### src/rtl/dmd_pkg.sv
`timescale 1ns/1ps
package dmd_pkg;
  // Which of the two ratios is currently driving the output.
  typedef enum logic {
    PH_A = 1'b0,
    PH_B = 1'b1
  } phase_e;
endpackage

### src/rtl/dmd_period_gen.sv
`timescale 1ns/1ps
// Counts reference cycles inside one output period and shapes the level.
module dmd_period_gen #(
  parameter int DIV_W = 8
) (
  input  logic             clk,
  input  logic             rst,
  input  logic [DIV_W-1:0] last_f,
  output logic             period_start,
  output logic             period_end,
  output logic             level
);
  localparam int LW = DIV_W + 1;

  logic [DIV_W-1:0] cnt_q;

  // Cycle index at which the output goes high: ceil(len/2).
  function automatic logic [LW-1:0] rise_at(input logic [DIV_W-1:0] f);
    logic [LW-1:0] len;
    len = {1'b0, f} + 1'b1;
    return len - (len >> 1);
  endfunction

  assign period_end   = (cnt_q == last_f);
  assign period_start = !rst && (cnt_q == '0);
  assign level        = !rst && ({1'b0, cnt_q} >= rise_at(last_f));

  always_ff @(posedge clk) begin
    if (rst || period_end) cnt_q <= '0;
    else                   cnt_q <= cnt_q + 1'b1;
  end
endmodule

### src/rtl/dmd_rep_ctr.sv
`timescale 1ns/1ps
// Counts output periods spent on the active ratio.
module dmd_rep_ctr #(
  parameter int REP_W = 6
) (
  input  logic             clk,
  input  logic             rst,
  input  logic             step,
  input  logic [REP_W-1:0] last_f,
  output logic             rep_last
);
  logic [REP_W-1:0] rep_q;

  assign rep_last = (rep_q == last_f);

  always_ff @(posedge clk) begin
    if (rst)           rep_q <= '0;
    else if (step) begin
      if (rep_last)    rep_q <= '0;
      else             rep_q <= rep_q + 1'b1;
    end
  end
endmodule

### src/rtl/dmd_seq_ctrl.sv
`timescale 1ns/1ps
// Holds the shadow configuration and steers between the two ratios.
module dmd_seq_ctrl
  import dmd_pkg::*;
#(
  parameter int DIV_W = 8,
  parameter int REP_W = 6
) (
  input  logic             clk,
  input  logic             rst,
  input  logic             dual_in,
  input  logic [DIV_W-1:0] div_a_in,
  input  logic [REP_W-1:0] rep_a_in,
  input  logic [DIV_W-1:0] div_b_in,
  input  logic [REP_W-1:0] rep_b_in,
  input  logic             period_end,
  input  logic             rep_last,
  output logic [DIV_W-1:0] cur_div_f,
  output logic [REP_W-1:0] cur_rep_f,
  output logic             dual_q,
  output logic             rep_step,
  output logic             seq_end,
  output phase_e           phase
);
  logic [DIV_W-1:0] div_a_q, div_b_q;
  logic [REP_W-1:0] rep_a_q, rep_b_q;
  logic             swap;

  assign swap      = period_end && dual_q && rep_last;
  assign seq_end   = period_end && (!dual_q || (phase == PH_B && rep_last));
  assign rep_step  = period_end && dual_q;
  assign cur_div_f = (phase == PH_B) ? div_b_q : div_a_q;
  assign cur_rep_f = (phase == PH_B) ? rep_b_q : rep_a_q;

  always_ff @(posedge clk) begin
    if (rst || seq_end) begin
      dual_q  <= dual_in;
      div_a_q <= div_a_in;
      rep_a_q <= rep_a_in;
      div_b_q <= div_b_in;
      rep_b_q <= rep_b_in;
    end
  end

  always_ff @(posedge clk) begin
    if (rst)       phase <= PH_A;
    else if (swap) phase <= (phase == PH_A) ? PH_B : PH_A;
  end
endmodule

### src/rtl/dual_mod_clk_div.sv
`timescale 1ns/1ps
module dual_mod_clk_div
  import dmd_pkg::*;
#(
  parameter int DIV_W   = 8,
  parameter int REP_W   = 6,
  parameter bit HAS_STB = 1'b1
) (
  input  logic             ref_clk,
  input  logic             rst,
  input  logic             dual_mode,
  input  logic [DIV_W-1:0] div_a,
  input  logic [REP_W-1:0] rep_a,
  input  logic [DIV_W-1:0] div_b,
  input  logic [REP_W-1:0] rep_b,
  output logic             div_clk_o,
  output logic             period_stb_o
);
  // Named internal events, observed by the bound checker.
  logic             period_start;
  logic             period_end;
  logic             seq_end;
  logic             rep_last;
  logic             rep_step;
  logic             dual_q;
  logic             level;
  logic [DIV_W-1:0] cur_div_f;
  logic [REP_W-1:0] cur_rep_f;
  phase_e           phase;
  logic             phase_b;

  assign phase_b = (phase == PH_B);

  dmd_seq_ctrl #(.DIV_W(DIV_W), .REP_W(REP_W)) u_seq (
    .clk        (ref_clk),
    .rst        (rst),
    .dual_in    (dual_mode),
    .div_a_in   (div_a),
    .rep_a_in   (rep_a),
    .div_b_in   (div_b),
    .rep_b_in   (rep_b),
    .period_end (period_end),
    .rep_last   (rep_last),
    .cur_div_f  (cur_div_f),
    .cur_rep_f  (cur_rep_f),
    .dual_q     (dual_q),
    .rep_step   (rep_step),
    .seq_end    (seq_end),
    .phase      (phase)
  );

  dmd_rep_ctr #(.REP_W(REP_W)) u_rep (
    .clk      (ref_clk),
    .rst      (rst),
    .step     (rep_step),
    .last_f   (cur_rep_f),
    .rep_last (rep_last)
  );

  dmd_period_gen #(.DIV_W(DIV_W)) u_per (
    .clk          (ref_clk),
    .rst          (rst),
    .last_f       (cur_div_f),
    .period_start (period_start),
    .period_end   (period_end),
    .level        (level)
  );

  assign div_clk_o = level;

  generate
    if (HAS_STB) begin : g_stb
      assign period_stb_o = period_start;
    end else begin : g_no_stb
      assign period_stb_o = 1'b0;
    end
  endgenerate
endmodule

### config.mk
export PLATFORM = sky130hd
export DESIGN_NAME = dual_mod_clk_div
export DESIGN_NICKNAME = d
export VERILOG_FILES = /design/src/rtl/dmd_pkg.sv /design/src/rtl/dmd_period_gen.sv /design/src/rtl/dmd_rep_ctr.sv /design/src/rtl/dmd_seq_ctrl.sv /design/src/rtl/dual_mod_clk_div.sv
export SDC_FILE = /design/constraint.sdc
export NUM_CORES = 1
export LEC_CHECK = 0
export BUFFER_PORTS_ARGS = -buffer_cell sky130_fd_sc_hd__buf_4
export CAP_MARGIN = 40
export CORE_ASPECT_RATIO = 1.75
export CORE_MARGIN = 2
export CORE_UTILIZATION = 30
export CTS_CLUSTER_SIZE = 40
export DETAILED_ROUTE_END_ITERATION = 8
export PLACE_DENSITY_LB_ADDON = 0.15
export RECOVER_POWER = 50
export SYNTH_ARGS = -nofsm -noshare
export SYNTH_HDL_FRONTEND = slang
export SYNTH_HIERARCHICAL = 1
export SYNTH_SLANG_ARGS = --single-unit
### constraint.sdc
create_clock -name ref_clk -period 4.82 [get_ports ref_clk]
set_input_delay 0 -clock ref_clk [delete_from_list [all_inputs] [get_ports ref_clk]]
set_output_delay 0 -clock ref_clk [all_outputs]
set_load 0.02 [all_outputs]
==> impl_metrics.py, run 1 <==
metrics = {
    "status": {
        "status": "complete, but fails checks",
        "violations": "negative hold slack",
    },
    "timing": {
        "tns_ns": 0,
        "drv_slew": 0,
        "finalHoldWorstSlack_ns": -0.00341,
        "finalHoldViolations": 1,
        "setup_viol": 0,
        "clock_skew_ns": 0.00600,
        "post-route-min-period_ns": 4.42,
        "period_share": 0.917,
        "max_slew_margin": 0.598,
        "worstMarginPinSlew_ns": 0.603,
        "grt_setup_unrepaired": "no",
        "max_freq_mhz": 226,
    },
    "grt": {
        "grt_pass1_wl_mm": 9.50,
        "antenna_found_initial": 0,
        "grt_pass1_vias": 1980,
        "grt_max_degree": 17,
        "overflow": 0,
        "grt_usage": 0.121,
    },
    "place": {
        "place.gp.congestion": 0.760,
        "io_buffers": 32,
        "dp_hpwl_mm": 4.29,
    },
    "clock_tree": {
        "cts_tree": "done",
        "cts_sinks": 44,
        "cts_root_buffer": "clkbuf_16",
        "max-clock-path-buffers": 2,
        "clk_latency_ns": 0.29,
        "post-cts-setup-buffers": 0,
        "clkTransAtPathRegs_ns": 0.06,
        "htreeDepth": 2,
        "numCtsBuffers": 5,
    },
    "layout": {
        "syn_to_final_growth_pct": 28.3,
        "diodes": 0,
        "fillers": 882,
        "nNetsFinal": 356,
        "regArea_sq_mm": 0.00117,
        "fin_util": 0.394,
        "multi_input_area_sq_mm": 0.00148,
        "drive_gt1_frac": 0.232,
    },
    "routing": {
        "routed_via_density": 4.67,
        "first_pass_iters": 4,
        "num_vias": 1989,
        "wl_mm": 5.78,
        "drt_iter0_drc": 69,
        "wl_per_cell_um": 13.6,
        "ant_nets": 0,
        "route.detailed.drc": 0,
    },
    "die": {
        "start_util": 0.307,
        "die_x_um": 76.7,
        "die_area_sq_mm": 0.0101,
        "core_area_sq_mm": 0.00904,
        "die-height_um": 131,
        "rows": 46,
        "ios": 33,
    },
    "setup_path": {
        "critPathArrivalTime_ns": 4.42,
        "path_cells": "mux2_2 -> ha_1 -> xnor2_1 -> inv_1 -> fa_1 -> nand2b_1 -> or3_1 -> a31o_1 -> a21oi_2 -> nor2_1 -> xor2_1 -> ha_1 -> a21oi_1 -> o21ai_0 -> a21oi_1 -> nor2_1 -> and3b_1 -> buf_4",
        "critPathMaxFanout": 8,
        "cpPeakStageDelay_ns": 0.46,
        "start_kind": "register",
        "cp_slowest_cell": "dfxtp_2",
        "reg2reg_depth": 8,
        "critPathRequiredTime_ns": 4.82,
        "path_class": "reg2out",
        "cp-end-kind": "output pin",
    },
    "synth": {
        "synthCells": 242,
        "netlist_area_sq_mm": 0.00278,
        "syn_nets": 293,
        "avgSynthCellArea_sq_um": 11.5,
        "yosysWarnings": 6,
    },
    "worst_hold_path": {
        "hold_path.class": "in2reg",
        "min_path_cells": 2,
    },
    "pwr": {
        "ir_worst_vdd_mv": 0.379,
        "sequentialPowerShare": 0.433,
        "power.switching_uw": 234,
        "p_clk_frac": 0.381,
        "p_per_area_mw_per_mm2": 278,
        "switching_share": 0.236,
        "power_frac_comb": 0.186,
        "p_int_uw": 757,
        "p_leak_uw": 0.00142,
    },
    "job": {
        "max_cap_viol_count": 0,
    },
}
## power groups by stage
stage	logic, uW	registers, uW	clock network, uW
finish	185	429	378
global route	209	431	406
CTS	191	429	390
detailed placement	172	437	0
global placement	170	438	0
floorplan	121	434	0
## critical path, delay by kind of cell (launching register included)
kind | cells | cell delay [ns]
adder cells (fa/ha/maj) | 3 | 1.06
flip-flops | 1 | 0.46
AND/OR/NAND/NOR | 5 | 0.77
buffers and inverters | 2 | 0.26
multiplexers | 1 | 0.44
XOR/XNOR | 2 | 0.38
AO/OA/AOI/OAI | 5 | 0.75
## final cells by class
class / instances / area share
inverter: 14 / 0.0147
clock buffer: 6 / 0.0362
multi-input combinational: 177 / 0.415
sequential: 44 / 0.329
tap: 120 / 0.0421
timing repair buffer: 63 / 0.153
clock inverter: 2 / 0.00983
## sequential cells by signal, indices dropped and copies added, names as in the netlist
register       cells
u_rep/rep_q        6
u_per/cnt_q        8
u_seq/dual_q       1
u_seq/rep_b_q      6
u_seq/div_a_q      8
u_seq/rep_a_q      6
u_seq/div_b_q      8
u_seq/phase        1
## worst paths after layout
check / start / end / slack (ns)
max reg2reg: u_seq/phase$_SDFFE_PP0P_ / u_seq/div_b_q[6]$_DFFE_PP_ / 1.24
min reg2reg: u_rep/rep_q[5]$_SDFFE_PP0P_ / u_rep/rep_q[5]$_SDFFE_PP0P_ / 0.53
max: u_seq/phase$_SDFFE_PP0P_ / div_clk_o / 0.40
min: rst / u_rep/rep_q[5]$_SDFFE_PP0P_ / -0.003
## per-layer routing
layer  GRT usage  vias to the layer above  share of wire
li1            -                     1003              -
met1       0.115                      938           0.37
met2       0.242                       39           0.57
met3      0.0185                        9          0.029
met4      0.0606                        0          0.025
met5           0                        -              0
## placed cells by master, fill, tap and decap left out, drive strengths merged, types with 3 or more instances in the layout
master	count
nor2	16
a211oi	6
nand3	12
mux2	16
inv	14
a21o	3
nand2	8
xnor2	19
a21oi	8
or3	5
clkbuf	37
buf	3
dfxtp	15
nand4	6
edfxtp	29
dlygate4sd3	29
o21ai	7
ha	19
xor2	18
## through the flow
| step | std cells | hold WS (ns) | setup WS [ns] | total power [uW] | area [sq um] |
|---|---|---|---|---|---|
| final | 426 | -0.00341 | 0.399 | 991 | 3560 |
| after global routing | 426 | 0.00910 | 0.0946 | 1050 | 3560 |
| after CTS | 426 | 0.0109 | 0.187 | 1010 | 3570 |
| after detailed placement | 389 | 0.179 | 0.531 | 609 | 3120 |
| after global placement | 388 | 0.178 | 0.640 | 607 | 3100 |
| after floorplan | 242 | 0.0662 | 0.974 | 556 | 2780 |
## repair_timing
| action | CTS | global route |
|---|---|---|
| hold buffers | 29 | 0 |
| gates resized for setup | 0 | 1 |
| setup endpoints to repair | 0 | 1 |
| endpoints found under the hold margin | 29 | 0 |
Power figures use the tool's default switching activity.
==> inputs of run 2 (changes only) <==
Settings changed: CTS_CLUSTER_SIZE 40 to 28.
Clock period 4.82 ns to 4 ns, I/O delays scaled along.
==> run 2 against run 1 <==
The flow still finishes with violations (negative hold slack); count of clock-buffer cells in the layout stayed put; worst setup slack worse by 0.26 ns; register-to-register slack worse by 0.11 ns; sequential share of layout area is 2.2 points lower; first-iteration DRC count is 30% lower; combinational power is 50% higher; cell count is 3.5% higher; sequential cell count stayed put; cell area is 7.2% higher; hold slack hardly changed; utilization is 2.9 points higher; clock power is 21% higher; largest cell class unchanged; largest power group unchanged; highest routed layer unchanged.
==> impl_metrics.py, run 2 (synthesis results as in run 1) <==
metrics = {
    "layout": {
        "drive_gt1_frac": 0.330,
        "fillers": 868,
        "diodes": 0,
        "final_cell_mix": "dlygate4sd3_1, clkbuf_4, edfxtp_1, xor2_1",
        "largestRegisters": "u_per/cnt_q (8), u_seq/div_a_q (8), u_seq/div_b_q (8)",
        "fin_util": 0.423,
        "syn_to_final_growth_pct": 37.6,
        "nNetsFinal": 371,
        "final_cells": 441,
    },
    "timing": {
        "worstMarginPinSlew_ns": 0.523,
        "post-route-min-period_ns": 3.86,
        "finalHoldViolations": 1,
        "finalHoldWorstSlack_ns": -0.00370,
        "drv_slew": 0,
        "max_slew_margin": 0.649,
        "grt_setup_unrepaired": "yes",
        "tns_ns": 0,
        "clock_skew_ns": 0.00383,
        "max_freq_mhz": 259,
        "setup_viol": 0,
        "period_share": 0.966,
    },
    "routing": {
        "drt_iter0_drc": 48,
        "ant_nets": 0,
        "routed_via_density": 4.56,
        "wl_mm": 6.07,
        "route.detailed.drc": 0,
        "wl_per_cell_um": 13.8,
        "first_pass_iters": 4,
        "num_vias": 2013,
    },
    "job": {
        "max_cap_viol_count": 0,
    },
    "grt": {
        "grt_usage": 0.129,
        "use_met2": 0.258,
        "grt_pass1_wl_mm": 10.2,
        "overflow": 0,
        "antenna_found_initial": 0,
        "met1_usage": 0.124,
        "grt_max_degree": 30,
        "grtUsageMet3": 0.0192,
        "grt-busiest-layer": "met2",
        "grt_pass1_vias": 2152,
    },
    "worst_hold_path": {
        "min_from": "rst",
        "hold_path.class": "in2reg",
    },
    "status": {
        "violations": "negative hold slack",
        "status": "complete, but fails checks",
    },
    "die": {
        "die_area_sq_mm": 0.0101,
        "start_util": 0.307,
        "die_x_um": 76.7,
        "ios": 33,
        "die-height_um": 131,
        "rows": 46,
        "core_area_sq_mm": 0.00904,
    },
    "clock_tree": {
        "cts_tree": "done",
        "cts_root_buffer": "clkbuf_16",
        "clk_latency_ns": 0.29,
        "cts_sinks": 44,
        "numCtsBuffers": 5,
        "max-clock-path-buffers": 2,
        "clkTransAtPathRegs_ns": 0.06,
        "htreeDepth": 2,
    },
    "pwr": {
        "p_per_area_mw_per_mm2": 327,
        "p_leak_uw": 0.00152,
        "ir_worst_vdd_mv": 0.295,
    },
    "setup_path": {
        "critPathRequiredTime_ns": 4.00,
        "cp-end-kind": "output pin",
        "startpoint": "u_seq/phase$_SDFFE_PP0P_",
        "critPathArrivalTime_ns": 3.86,
        "critPathMaxFanout": 5,
        "start_kind": "register",
        "rr_startpoint": "u_seq/phase$_SDFFE_PP0P_",
        "path_class": "reg2out",
    },
    "place": {
        "place.gp.congestion": 0.780,
        "io_buffers": 32,
        "dp_hpwl_mm": 4.40,
        "place_inst": 394,
    },
}
## run 2: repair_timing
action	in CTS	in global routing
cloned	1	0
gates resized for setup	13	15
setup endpoints to repair	1	1
hold buffers	29	0
hold endpoints to repair	29	0
pin swaps	0	14
buffers inserted	0	9
## run 2: metal layers
metal | part of all wire | routed length [um]
met3 | 0.023 | 137
met1 | 0.36 | 2190
met4 | 0.029 | 177
met2 | 0.59 | 3560
met5 | 0 | 0
## run 2: path summary, 6_finish.rpt
path                                                    end  slack [ns]  cells after the start
worst max-delay path                              div_clk_o        0.14                     18
worst min-delay path            u_rep/rep_q[5]$_SDFFE_PP0P_      -0.004                      2
worst max register to register   u_seq/div_a_q[1]$_DFFE_PP_        1.13                      8
worst min register to register  u_rep/rep_q[5]$_SDFFE_PP0P_        0.53                      2
## run 2: metrics by stage
| stage | worst slack, ns | total power [uW] | instance area, sq um |
|---|---|---|---|
| floorplan | 0.154 | 670 | 2780 |
| global placement | 0.173 | 736 | 3150 |
| detailed placement | 0.118 | 737 | 3150 |
| CTS | 0.00535 | 1240 | 3680 |
| global route | -0.0508 | 1320 | 3820 |
| finish | 0.138 | 1250 | 3820 |
## run 2: worst max-delay path, stage by stage, from the launching register on
cell and delay [ns]:
dfxtp_4 0.37, mux2_4 0.34, ha_4 0.18, xnor2_2 0.18, inv_2 0.07, fa_2 0.35, nand2b_4 0.16, or3_1 0.31
a31o_1 0.24, a21oi_2 0.15, nor2_1 0.07, xor2_1 0.14, ha_1 0.33, o2111ai_2 0.10, o21ai_1 0.14, a21oi_1 0.07
nor2_1 0.08, and3b_1 0.15, buf_4 0.13
## run 2: power by group
group,switching [uW],internal [uW]
clock network,162,293
registers,11.3,506
logic,131,147
total,305,946
## run 2: final cells by class
type,count,area (sq um),share of cell area
Multi-Input combinational cell,178,1630,0.425
Sequential cell,44,1170,0.307
Timing Repair Buffer,77,654,0.171
Tap cell,120,150,0.0393
Clock buffer,6,129,0.0337
Inverter,14,52.6,0.0138
Clock inverter,2,35.0,0.00917
